## src/rtl/fgp_pkg.sv

```systemverilog
// Shared types and helpers for the split F/G stage pair.
// Assumes LLRs at block edges are sign-magnitude; the handoff between the
// two stages may be two's complement when the G vector is long.
package fgp_pkg;

    // Encoding of the vector passed from the G stage to the F stage
    typedef enum logic {
        HAND_SIGNMAG = 1'b0,
        HAND_TWOS    = 1'b1
    } handoff_e;

    // Long parent vectors defer G's final conversion into the next stage
    function automatic handoff_e pick_handoff(input int parent_len, input int min_len);
        return (parent_len > min_len) ? HAND_TWOS : HAND_SIGNMAG;
    endfunction

endpackage

```

## src/rtl/fgp_g_lane.sv

```systemverilog
// One combinational G lane: combines an upper and a lower parent LLR as
// upper +/- lower, saturates to the symmetric range of W bits, and emits the
// result in the selected handoff encoding.
// Assumes: inputs are sign-magnitude; sub_i already folds in the rate-0 case.
module fgp_g_lane
    import fgp_pkg::*;
#(
    parameter int       W    = 6,
    parameter handoff_e HAND = HAND_SIGNMAG
) (
    input  logic [W-1:0] lo_i,
    input  logic [W-1:0] hi_i,
    input  logic         sub_i,
    output logic [W-1:0] res_o
);
    localparam int MAGW = W - 1;
    localparam int LMAX = (1 << (W - 1)) - 1;
    localparam logic signed [W:0] SAT_HI = (W + 1)'(LMAX);
    localparam logic signed [W:0] SAT_LO = -SAT_HI;

    logic signed [W:0] lo_mag, hi_mag;
    logic signed [W:0] lo_tc, hi_tc;
    logic signed [W:0] sum_raw, sum_sat;

    // Sign-magnitude inputs widened into two's complement
    always_comb begin
        lo_mag = {2'b00, lo_i[W-2:0]};
        hi_mag = {2'b00, hi_i[W-2:0]};
        lo_tc  = lo_i[W-1] ? -lo_mag : lo_mag;
        hi_tc  = hi_i[W-1] ? -hi_mag : hi_mag;
    end

    // Add or subtract, then clip symmetrically
    always_comb begin
        sum_raw = sub_i ? (hi_tc - lo_tc) : (hi_tc + lo_tc);
        if (sum_raw > SAT_HI)
            sum_sat = SAT_HI;
        else if (sum_raw < SAT_LO)
            sum_sat = SAT_LO;
        else
            sum_sat = sum_raw;
    end

    generate
        if (HAND == HAND_TWOS) begin : g_tc_out
            // Deferred mode: the F stage does the conversion
            assign res_o = W'(sum_sat);
        end else begin : g_sm_out
            // Direct mode: convert back to sign-magnitude here
            assign res_o = {sum_sat[W], MAGW'(sum_sat[W] ? -sum_sat : sum_sat)};
        end
    endgenerate

endmodule

```

## src/rtl/fgp_f_lane.sv

```systemverilog
// One combinational F lane: min-sum of two LLRs (sign XOR, magnitude min).
// When the incoming handoff is two's complement, each input is converted to
// sign-magnitude first (the G stage's deferred step).
// Assumes: two's-complement inputs never hold the most negative code.
module fgp_f_lane
    import fgp_pkg::*;
#(
    parameter int       W    = 6,
    parameter handoff_e HAND = HAND_SIGNMAG
) (
    input  logic [W-1:0] a_i,
    input  logic [W-1:0] b_i,
    output logic [W-1:0] res_o
);
    localparam int MAGW = W - 1;

    logic            a_neg, b_neg;
    logic [MAGW-1:0] a_mag, b_mag;

    assign a_neg = a_i[W-1];
    assign b_neg = b_i[W-1];

    generate
        if (HAND == HAND_TWOS) begin : g_fix
            // Deferred complement step taken over from the G stage
            assign a_mag = a_neg ? MAGW'(-a_i) : MAGW'(a_i);
            assign b_mag = b_neg ? MAGW'(-b_i) : MAGW'(b_i);
        end else begin : g_pass
            assign a_mag = a_i[W-2:0];
            assign b_mag = b_i[W-2:0];
        end
    endgenerate

    // Min-sum combine
    always_comb begin
        res_o = {a_neg ^ b_neg, (a_mag < b_mag) ? a_mag : b_mag};
    end

endmodule

```

## src/rtl/fgp_pipe_reg.sv

```systemverilog
// Stage register with valid: loads every clock, cleared by synchronous
// active-low reset. Assumes the stage never stalls.
module fgp_pipe_reg #(
    parameter int DW = 8
) (
    input  logic          clk,
    input  logic          rst_n,
    input  logic          vld_i,
    input  logic [DW-1:0] data_i,
    output logic          vld_o,
    output logic [DW-1:0] data_o
);
    // Advance one stage per clock
    always_ff @(posedge clk) begin
        if (!rst_n) begin
            vld_o  <= 1'b0;
            data_o <= '0;
        end else begin
            vld_o  <= vld_i;
            data_o <= data_i;
        end
    end

endmodule

```

## src/rtl/fgp_fg_pair.sv

```systemverilog
// Split F/G stage pair. Stage 1 computes HALF right-child LLRs from a
// 2*HALF parent vector and partial sums; stage 2 applies min-sum to those
// registered results to give HALF/2 next-level left-child LLRs.
// For parent lengths above DEFER_MIN_LEN the G->F handoff is two's
// complement and stage 2 performs the conversion.
// Assumes: HALF is even and at least 2; W is at least 3.
module fgp_fg_pair
    import fgp_pkg::*;
#(
    parameter int W             = 6,
    parameter int HALF          = 8,
    parameter int DEFER_MIN_LEN = 256
) (
    input  logic                  clk,
    input  logic                  rst_n,
    input  logic                  in_vld,
    input  logic [2*HALF*W-1:0]   in_llr,
    input  logic [HALF-1:0]       in_psum,
    input  logic                  in_rate0,
    output logic                  g_vld,
    output logic [HALF*W-1:0]     g_llr,
    output logic                  f_vld,
    output logic [(HALF/2)*W-1:0] f_llr
);
    localparam int       QTR  = HALF / 2;
    localparam int       PARN = 2 * HALF;
    localparam handoff_e HAND = pick_handoff(PARN, DEFER_MIN_LEN);

    logic [HALF-1:0]   sub_sel;
    logic [HALF*W-1:0] g_comb;
    logic [QTR*W-1:0]  f_comb;

    // Rate-0 left child: all partial sums are zero
    assign sub_sel = in_psum & {HALF{~in_rate0}};

    // Stage 1 datapath: one G lane per output element
    for (genvar i = 0; i < HALF; i++) begin : g_glane
        fgp_g_lane #(.W(W), .HAND(HAND)) u_g (
            .lo_i  (in_llr[i*W +: W]),
            .hi_i  (in_llr[(i+HALF)*W +: W]),
            .sub_i (sub_sel[i]),
            .res_o (g_comb[i*W +: W])
        );
    end

    fgp_pipe_reg #(.DW(HALF*W)) u_g_reg (
        .clk    (clk),
        .rst_n  (rst_n),
        .vld_i  (in_vld),
        .data_i (g_comb),
        .vld_o  (g_vld),
        .data_o (g_llr)
    );

    // Stage 2 datapath: one F lane per output element
    for (genvar j = 0; j < QTR; j++) begin : g_flane
        fgp_f_lane #(.W(W), .HAND(HAND)) u_f (
            .a_i   (g_llr[j*W +: W]),
            .b_i   (g_llr[(j+QTR)*W +: W]),
            .res_o (f_comb[j*W +: W])
        );
    end

    fgp_pipe_reg #(.DW(QTR*W)) u_f_reg (
        .clk    (clk),
        .rst_n  (rst_n),
        .vld_i  (g_vld),
        .data_i (f_comb),
        .vld_o  (f_vld),
        .data_o (f_llr)
    );

endmodule

```

## config.mk

```make
export PLATFORM = sky130hd
export DESIGN_NAME = fgp_fg_pair
export DESIGN_NICKNAME = d
export VERILOG_FILES = /design/src/rtl/fgp_pkg.sv /design/src/rtl/fgp_g_lane.sv /design/src/rtl/fgp_f_lane.sv /design/src/rtl/fgp_pipe_reg.sv /design/src/rtl/fgp_fg_pair.sv
export SDC_FILE = /design/constraint.sdc
export NUM_CORES = 1
export LEC_CHECK = 0
export ABC_AREA = 0
export ABC_CLOCK_PERIOD_IN_PS = 4200
export BUFFER_PORTS_ARGS = -buffer_cell sky130_fd_sc_hd__buf_2
export CELL_PAD_IN_SITES_DETAIL_PLACEMENT = 0
export CELL_PAD_IN_SITES_GLOBAL_PLACEMENT = 1
export CORE_UTILIZATION = 38
export CTS_CLUSTER_DIAMETER = 80
export DETAILED_ROUTE_END_ITERATION = 8
export PLACE_DENSITY_LB_ADDON = 0.15
export SLEW_MARGIN = 20
export SYNTH_ARGS = -nofsm -noshare
export SYNTH_HDL_FRONTEND = slang
export SYNTH_SLANG_ARGS = --single-unit
```

## constraint.sdc

```tcl
create_clock -name clk -period 4.2 [get_ports clk]
set_input_delay 0.63 -clock clk [delete_from_list [all_inputs] [get_ports clk]]
set_output_delay 0.63 -clock clk [all_outputs]
set_load 0.01 [all_outputs]
```

======== Word-level counts from Yosys, hierarchy flattened ========
Cells that the tools add are included.
storage, ports and cells
  register bits ........................... 74
  output and inout port bits .............. 74
  logic and storage cells ................. 122
  input bits .............................. 108
operators by class
  $add $sub $neg .......................... 40
  magnitude comparators ................... 20
  mux-type cells .......................... 52
  bitwise logic cells ..................... 6
operators with widths
  cell                                                number
  two-way mux 7 bit                                   40
  negation 5 -> 7 bit                                 16
  two-way mux 5 bit                                   12
  adder 7 bit                                         8
  > comparator 7 x 6 -> 1 bit, second input constant  8
  < comparator 7 x 6 -> 1 bit, second input constant  8
  subtractor 7 bit                                    8
  negation 5 bit                                      8
  < comparator 5 bit                                  4
  AND 8 bit                                           1
  XOR 1 bit                                           4
  NOT 1 bit                                           1

======== Depth between registers and ports, before layout ========
  depth in word-level cells ............... 9
  gate-level depth with buffers ........... 21
  gate-level depth less buffers ........... 21

======== Modules after synthesis ========
From an unflattened synthesis, not the netlist that was laid out.
unflattened totals
  cell total of the unflattened synthesis .. 1252
  area total of the unflattened synthesis .. 10237.3 µm²
by module, submodules not included
  module                            area each (µm²)  cells an instance  sequential area each (µm²)  times used
  fgp_g_lane at g_glane[1].u_g ...  922.1            123                0.0                         6
  fgp_pipe_reg at u_g_reg           1345.0           103                980.9                       1
  fgp_g_lane at g_glane[0].u_g      962.2            138                0.0                         1
  fgp_g_lane at g_glane[6].u_g      908.4            125                0.0                         1
  fgp_f_lane                        183.9            22                 0.0                         4
  fgp_pipe_reg at u_f_reg           703.2            52                 500.5                       1
  fgp_fg_pair                       50.0             8                  0.0                         1

======== Least setup slack after synthesis ========
Ideal clock, no wire load.
  path kind ............................... input port to flip-flop
  start point ............................. input port in_llr[17]
  end point ............................... register u_g_reg.data_o[16]
  setup slack ............................. -0.105 ns
  stages .................................. 18
  path buffers ............................ 1
  data arrival time ....................... 4.186 ns
  required time ........................... 4.081 ns
  setup time .............................. 0.119 ns
  cell sequence ........................... clkbuf_1 inv_1 or4_1 a21oi_1 nor2_1 xnor2_1 ha_1 o21ai_0 a21oi_1 mux2_2 nor2_1 a31oi_1 mux2i_1 nor2_1 ha_1 a311oi_1 a211oi_1 o221a_2
on the way
  cells in the longest elaborated chain, start to end .. 8
  elaborated cells between the ends (all ways) .. 10
  classes of those cells .................. add/sub: 3; order compare: 2; mux: 5
ends and longest elaborated chain
  item                                                    line                RTL
  from (decl)                                             fgp_fg_pair.sv:17   input logic [2*HALF*W-1:0] in_llr,
  two-way mux 7 bit (*)                                   fgp_g_lane.sv:29    lo_tc = lo_i[W-1] ? -lo_mag : lo_mag;
  adder 7 bit / subtractor 7 bit (equally long branches)  fgp_g_lane.sv:35    sum_raw = sub_i ? (hi_tc - lo_tc) : (hi_tc + lo_tc);
  two-way mux 7 bit (*)                                   fgp_g_lane.sv:35
  < comparator 7 x 6 -> 1 bit                             fgp_g_lane.sv:38    else if (sum_raw < SAT_LO)
  two-way mux 7 bit                                       fgp_g_lane.sv:38
  two-way mux 7 bit (*)                                   fgp_g_lane.sv:36    if (sum_raw > SAT_HI)
  negation 5 bit                                          fgp_g_lane.sv:50    assign res_o = {sum_sat[W], MAGW'(sum_sat[W] ? -sum_sat : sum_sat)};
  two-way mux 5 bit (*)                                   fgp_g_lane.sv:50
  to (signal assigned)                                    fgp_pipe_reg.sv:20  data_o <= data_i;
  to (decl)                                               fgp_pipe_reg.sv:11  output logic [DW-1:0] data_o
Mark *: on every way between the ends. The rest lies on a longest branch, timed or not.
A chain may end at the register's enable or synchronous reset.

======== Worst setup path after layout ========
  start point ............................. input port in_llr[6]
  end point ............................... register u_g_reg.data_o[10]
on the way
  cells in the longest elaborated chain, start to end .. 9
  elaborated cells between the ends (all ways) .. 11
  classes of those cells .................. add/sub: 4; order compare: 2; mux: 5
ends and longest elaborated chain
  item                                                    line
  negation 5 -> 7 bit                                     fgp_g_lane.sv:29
  two-way mux 7 bit (*)                                   fgp_g_lane.sv:29
  adder 7 bit / subtractor 7 bit (equally long branches)  fgp_g_lane.sv:35
  two-way mux 7 bit (*)                                   fgp_g_lane.sv:35
  < comparator 7 x 6 -> 1 bit                             fgp_g_lane.sv:38
  two-way mux 7 bit                                       fgp_g_lane.sv:38
  two-way mux 7 bit (*)                                   fgp_g_lane.sv:36
  negation 5 bit                                          fgp_g_lane.sv:50
  two-way mux 5 bit (*)                                   fgp_g_lane.sv:50
Marked as above.

==> summary by stage <==
Status
The run finished with clean final reports.

Floorplanning
The total die area is roughly 0.025 sq mm. In this run the vertical extent of the chip is approximately 160 um. The row count is 56. The I/O pin count is 182. The floorplan step set the die width to 157 um. The initial utilization of the core area, before any placement, comes to slightly below 40%. The floorplan step defined a core boundary enclosing ~0.024 sq mm.

Synthesis
Of all flip-flops after synthesis, the portion carrying an async set or reset was 0%. The top cell type by area accounts for between 10% and 20% of the synthesized area. In the post-synthesis netlist, the biggest area contributors are sky130_fd_sc_hd__dfxtp_1, sky130_fd_sc_hd__ha_1, sky130_fd_sc_hd__xnor2_1.

The post-synthesis sequential element count is 74. The number of nets handed over by synthesis was between 1000 and 1500. The synthesized netlist contains between 60 and 70 unique library cells. The cell count after synthesis came out at 1176. Averaged over all synthesized cells, the footprint is 7.77 sq um. The most used flip-flop cell after synthesis is sky130_fd_sc_hd__dfxtp_1.

The number of warnings reported in the yosys synthesis log is 0. The number of enable-type register cells in the synthesized netlist is 0. After synthesis the cells add up to just over 0.009 sq mm. The portion of the post-synthesis area used by sequential elements is between 10% and 20%. Of all cell types, the one taking the most synthesized area is sky130_fd_sc_hd__dfxtp_1.

Pwr
Of the total power, combinational logic draws ~66%. The overall power of the completed layout is ~6 mW. The power dissipated by switching net loads is about 2.5 mW. Sequential cells burn between 20% and 30% of the power. Of the total power, the clock network draws approximately 14%.

Summed over all cells, the static leakage comes to about 5.7 nW. The total power density per cell area is roughly 500 mW/mm^2. The internal power of the cells totals between 3 and 4 mW. Of the total power, the share spent switching nets is a little over two fifths. IR analysis of the VDD net gives a maximum drop of around 200 uV.

Critical path
Among all stages on the critical path, the largest delay is contributed by sky130_fd_sc_hd__or4b_2. Data on the critical path is required at its endpoint by 4.41 ns. The worst setup path is launched from an input pin. Of all nets on the critical path, the largest fanout is 4.

The sort of element at the end of the critical path is a flop. By startpoint and endpoint, the worst setup path is classified as input pin to flop. The worst reg2reg path depth is 8. Data on the critical path arrives at its endpoint at roughly 4.2 ns. The cell occurring most often along the worst timing path is sky130_fd_sc_hd__ha_1. The largest stage delay on the critical path is roughly 0.62 ns. Walking the worst path, the cells encountered are buf_2 -> inv_1 -> ha_1 -> o22ai_1 -> nand2_1 -> a21oi_2 -> nor2_1 -> xnor2_1 -> ha_1 -> o21a_1 -> o31a_1 -> nor2_1 -> or4b_2 -> and4_1 -> or2_2 -> ha_1 -> mux2_2 -> nand3_1 -> a21oi_1.

Timing
The relative max-transition margin is between 50 and 60%. The ratio of final minimum period to clock period is 94.7%. For this run, the top clock speed supported by timing is approximately 250 MHz. The worst path setup slack after routing is between 0.2 and 0.25 ns. The routed design could run at a clock period as short as about 4 ns.

The count of pins over their slew limit is 0. Setup repair after global routing could not meet its margin everywhere. Final hold analysis gives a worst-case slack of approximately 0.46 ns. Setup violations remaining at the end of the flow were counted as 0.

The final clock skew is roughly 0.0065 ns. The final count of hold timing violations came to 0. The measured slew at the worst slew-check pin is 0.679 ns.

Clocking
In this run the clock root is driven by a sky130_fd_sc_hd__clkbuf_16. The longest clock path from root to sink contains 2 buffers. TritonCTS built the clock tree. The count of hold buffers inserted by post-cts repair is 0. The number of levels in the clock H-tree is 3.

The clock slew seen by the registers of the worst setup and hold paths is roughly 0.060 ns. For the worst-skew pair, the clock arrives at the later sink with an insertion delay of between 0.3 and 0.4 ns. The clock drives 74 sinks.

The total CTS buffers is 9.

Route
The detail-routed via count per cell is between 4 and 5. The final layout contains routed wiring with a total length of roughly 24000 um. The DRC violations left is 0. The detail route stage leaves a number of antenna-violating nets equal to 0. In the final routed layout, each cell accounts on average for around 13 um. After the first detailed-routing iteration, the DRC count stood at just over 400. Detailed routing inserted a total of roughly 9000 vias. The first-pass iteration count of the detailed router is 4.

Place
Summing all placed instances gives a cell area of about 0.012 sq mm. The routability congestion estimate from global placement is approximately 0.84. Detailed placement ended at an HPWL of around 20000 um. The number of buffers inserted by port buffering is between 150 and 200.

The worst setup slack before clock tree synthesis is -0.146 ns.

Cells and area
The net count of the finished layout is 1708. In the final layout, the multi-input gates occupy 0.00723 sq mm. Compared with the post-synthesis result, the final layout area differs by 30.5%.

The fraction of layout cells with a size suffix above 1 is 26.8%. The fill cell instance count of the final layout is 2381. The fraction of the core area covered by cells at the end of the flow is a little over 50%.

The post-route cell area is ~0.012 sq mm. 0 antenna diodes ended up in the layout. The sequential cell area is around 0.0015 sq mm.

Global route
Global routing consumed, on the met2 layer, ~34% of the routing resources. The met3 usage in global routing is between 2 and 2.5%. Across every metal layer, demand over resource in global routing totals about a fifth. The number of antenna violations at the first check in global routing came to 0.

The maximum number of pins on one net before global-route repair is 33. The wire length of the first global-routing pass is 39000 um. The global-route congestion overflow total is 0.

The met1 usage is 24.8%. The via count of the first global-routing pass is between 8000 and 9000. In this run the most used layer during global routing was met2.

Min path
Counting instances, the worst hold path has a depth of 1. The worst hold-check path type is flop to flop.

Flow run
The max capacitance violation total is 0.
-- synth_stat cells, drive strengths merged (4+ instances only) --
library cell  count
ha               97
mux2              7
o31a              7
or4b              5
o31ai            34
a311oi           17
o41ai             4
buf               9
o21a             23
o211ai            7
o311ai            4
mux2i            41
inv             100
o311a             5
a31oi            34
or2               7
nand3            17
clkbuf           23
and4              5
a21o             16
nor3b            10
nor2            111
fa                8
a21oi            52
or3               9
nor3             34
nand2b           39
nor2b            35
o22ai             7
a211oi           10
and3              9
xnor2            99
o21ai            52
and2              8
nand2            61
nor4              4
xor2             56
dfxtp            74
-- layout by cell type, fill, tap and decap left out, types with 6 or more instances in the layout --
master / synthesis / routed
sky130_fd_sc_hd__buf_2: 3 / 181
sky130_fd_sc_hd__buf_4: 1 / 158
sky130_fd_sc_hd__nor2_1: 111 / 110
sky130_fd_sc_hd__inv_1: 100 / 99
sky130_fd_sc_hd__ha_1: 97 / 97
sky130_fd_sc_hd__xnor2_1: 97 / 94
sky130_fd_sc_hd__dfxtp_1: 74 / 74
sky130_fd_sc_hd__nand2_1: 61 / 61
sky130_fd_sc_hd__xor2_1: 56 / 55
sky130_fd_sc_hd__a21oi_1: 52 / 50
sky130_fd_sc_hd__o21ai_0: 49 / 48
sky130_fd_sc_hd__mux2i_1: 41 / 41
sky130_fd_sc_hd__nand2b_1: 39 / 39
sky130_fd_sc_hd__nor2b_1: 35 / 35
sky130_fd_sc_hd__nor3_1: 34 / 34
sky130_fd_sc_hd__a31oi_1: 34 / 34
sky130_fd_sc_hd__o31ai_1: 34 / 33
sky130_fd_sc_hd__o21a_1: 23 / 23
sky130_fd_sc_hd__nand3_1: 17 / 17
sky130_fd_sc_hd__a21o_1: 16 / 16
sky130_fd_sc_hd__a311oi_1: 14 / 13
sky130_fd_sc_hd__or3_1: 9 / 9
sky130_fd_sc_hd__nor3b_1: 10 / 9
sky130_fd_sc_hd__and3_1: 9 / 9
sky130_fd_sc_hd__clkbuf_16: 0 / 9
sky130_fd_sc_hd__and2_1: 8 / 8
sky130_fd_sc_hd__fa_1: 8 / 8
sky130_fd_sc_hd__a211oi_1: 8 / 7
sky130_fd_sc_hd__o211ai_1: 7 / 7
sky130_fd_sc_hd__o22ai_1: 7 / 7
sky130_fd_sc_hd__mux2_2: 7 / 7
sky130_fd_sc_hd__o31a_1: 7 / 7
sky130_fd_sc_hd__or2_2: 6 / 6
-- state kept, by name, indices dropped and copies added (netlist names) --
| name | cells |
|---|---|
| u_g_reg.data_o | 48 |
| u_g_reg.vld_o | 1 |
| u_f_reg.data_o | 24 |
| u_f_reg.vld_o | 1 |
-- routing by layer --
layer  vias to the layer above  share of wire, %  routed length [um]
met1                      4101                47               11500
met4                         0               2.0                 484
met5                         -                 0                   0
met3                        23               3.1                 763
li1                       4818                 -                   -
met2                       142                48               11500
-- logic make-up (layout without fill, tap and decap cells) --
kind of cell / count (synthesis) / in the layout / synth area share [%]
simple gates: 365 / 365 / 20.4
compound gates: 294 / 294 / 22.0
xor+xnor: 155 / 155 / 15.0
buf+inv: 132 / 456 / 5.67
fa+ha+maj: 108 / 108 / 15.4
flops: 74 / 74 / 16.2
mux: 48 / 48 / 5.36
-- layout make-up --
cell class	count	share of cell area, %
Multi-Input combinational cell	970	60.6
Timing Repair Buffer	340	17.7
Sequential cell	74	12.4
Tap cell	319	3.35
Inverter	100	3.15
Clock buffer	9	1.89
Clock inverter	7	0.840
-- through the flow --
| step | std cells | setup TNS, ns |
|---|---|---|
| floorplan | 1176 | 0 |
| detailed placement | 1802 | -0.706 |
| CTS | 1818 | 0 |
| finish | 1819 | 0 |
| global route | 1819 | -0.0556 |
| global placement | 1802 | -0.587 |
-- power groups by stage --
stage	Sequential (mW)	Combinational, mW	Clock (mW)
2_1_floorplan	1.27	2.41	0
3_3_place_gp	1.23	3.91	0
5_1_grt	1.24	4.46	0.888
4_1_cts	1.22	3.96	0.857
6_report	1.20	3.98	0.831
3_5_place_dp	1.23	3.94	0
-- what timing repair did --
action,in CTS,in global routing
endpoints found under the hold margin,0,0
endpoints found under the setup margin,0,7
resized for setup,0,14
setup buffers,0,1
-- critical path: cells and delay by family --
kind            cells  cell delay, ns
simple gates        7            1.45
fa+ha+maj           3            0.91
compound gates      5            0.64
mux                 1            0.29
buf+inv             2            0.15
xor+xnor            1            0.12
-- final timing paths --
kind / startpoint / end / slack [ns]
setup / recovery: in_llr[6] / u_g_reg.data_o[10]$_SDFF_PN0_ / 0.22
hold reg to reg: u_g_reg.vld_o$_SDFF_PN0_ / u_f_reg.vld_o$_SDFF_PN0_ / 0.46
hold / removal: u_g_reg.vld_o$_SDFF_PN0_ / u_f_reg.vld_o$_SDFF_PN0_ / 0.46
setup reg to reg: u_g_reg.data_o[25]$_SDFF_PN0_ / u_f_reg.data_o[1]$_SDFF_PN0_ / 1.98
(Power assumes the default switching activity.)
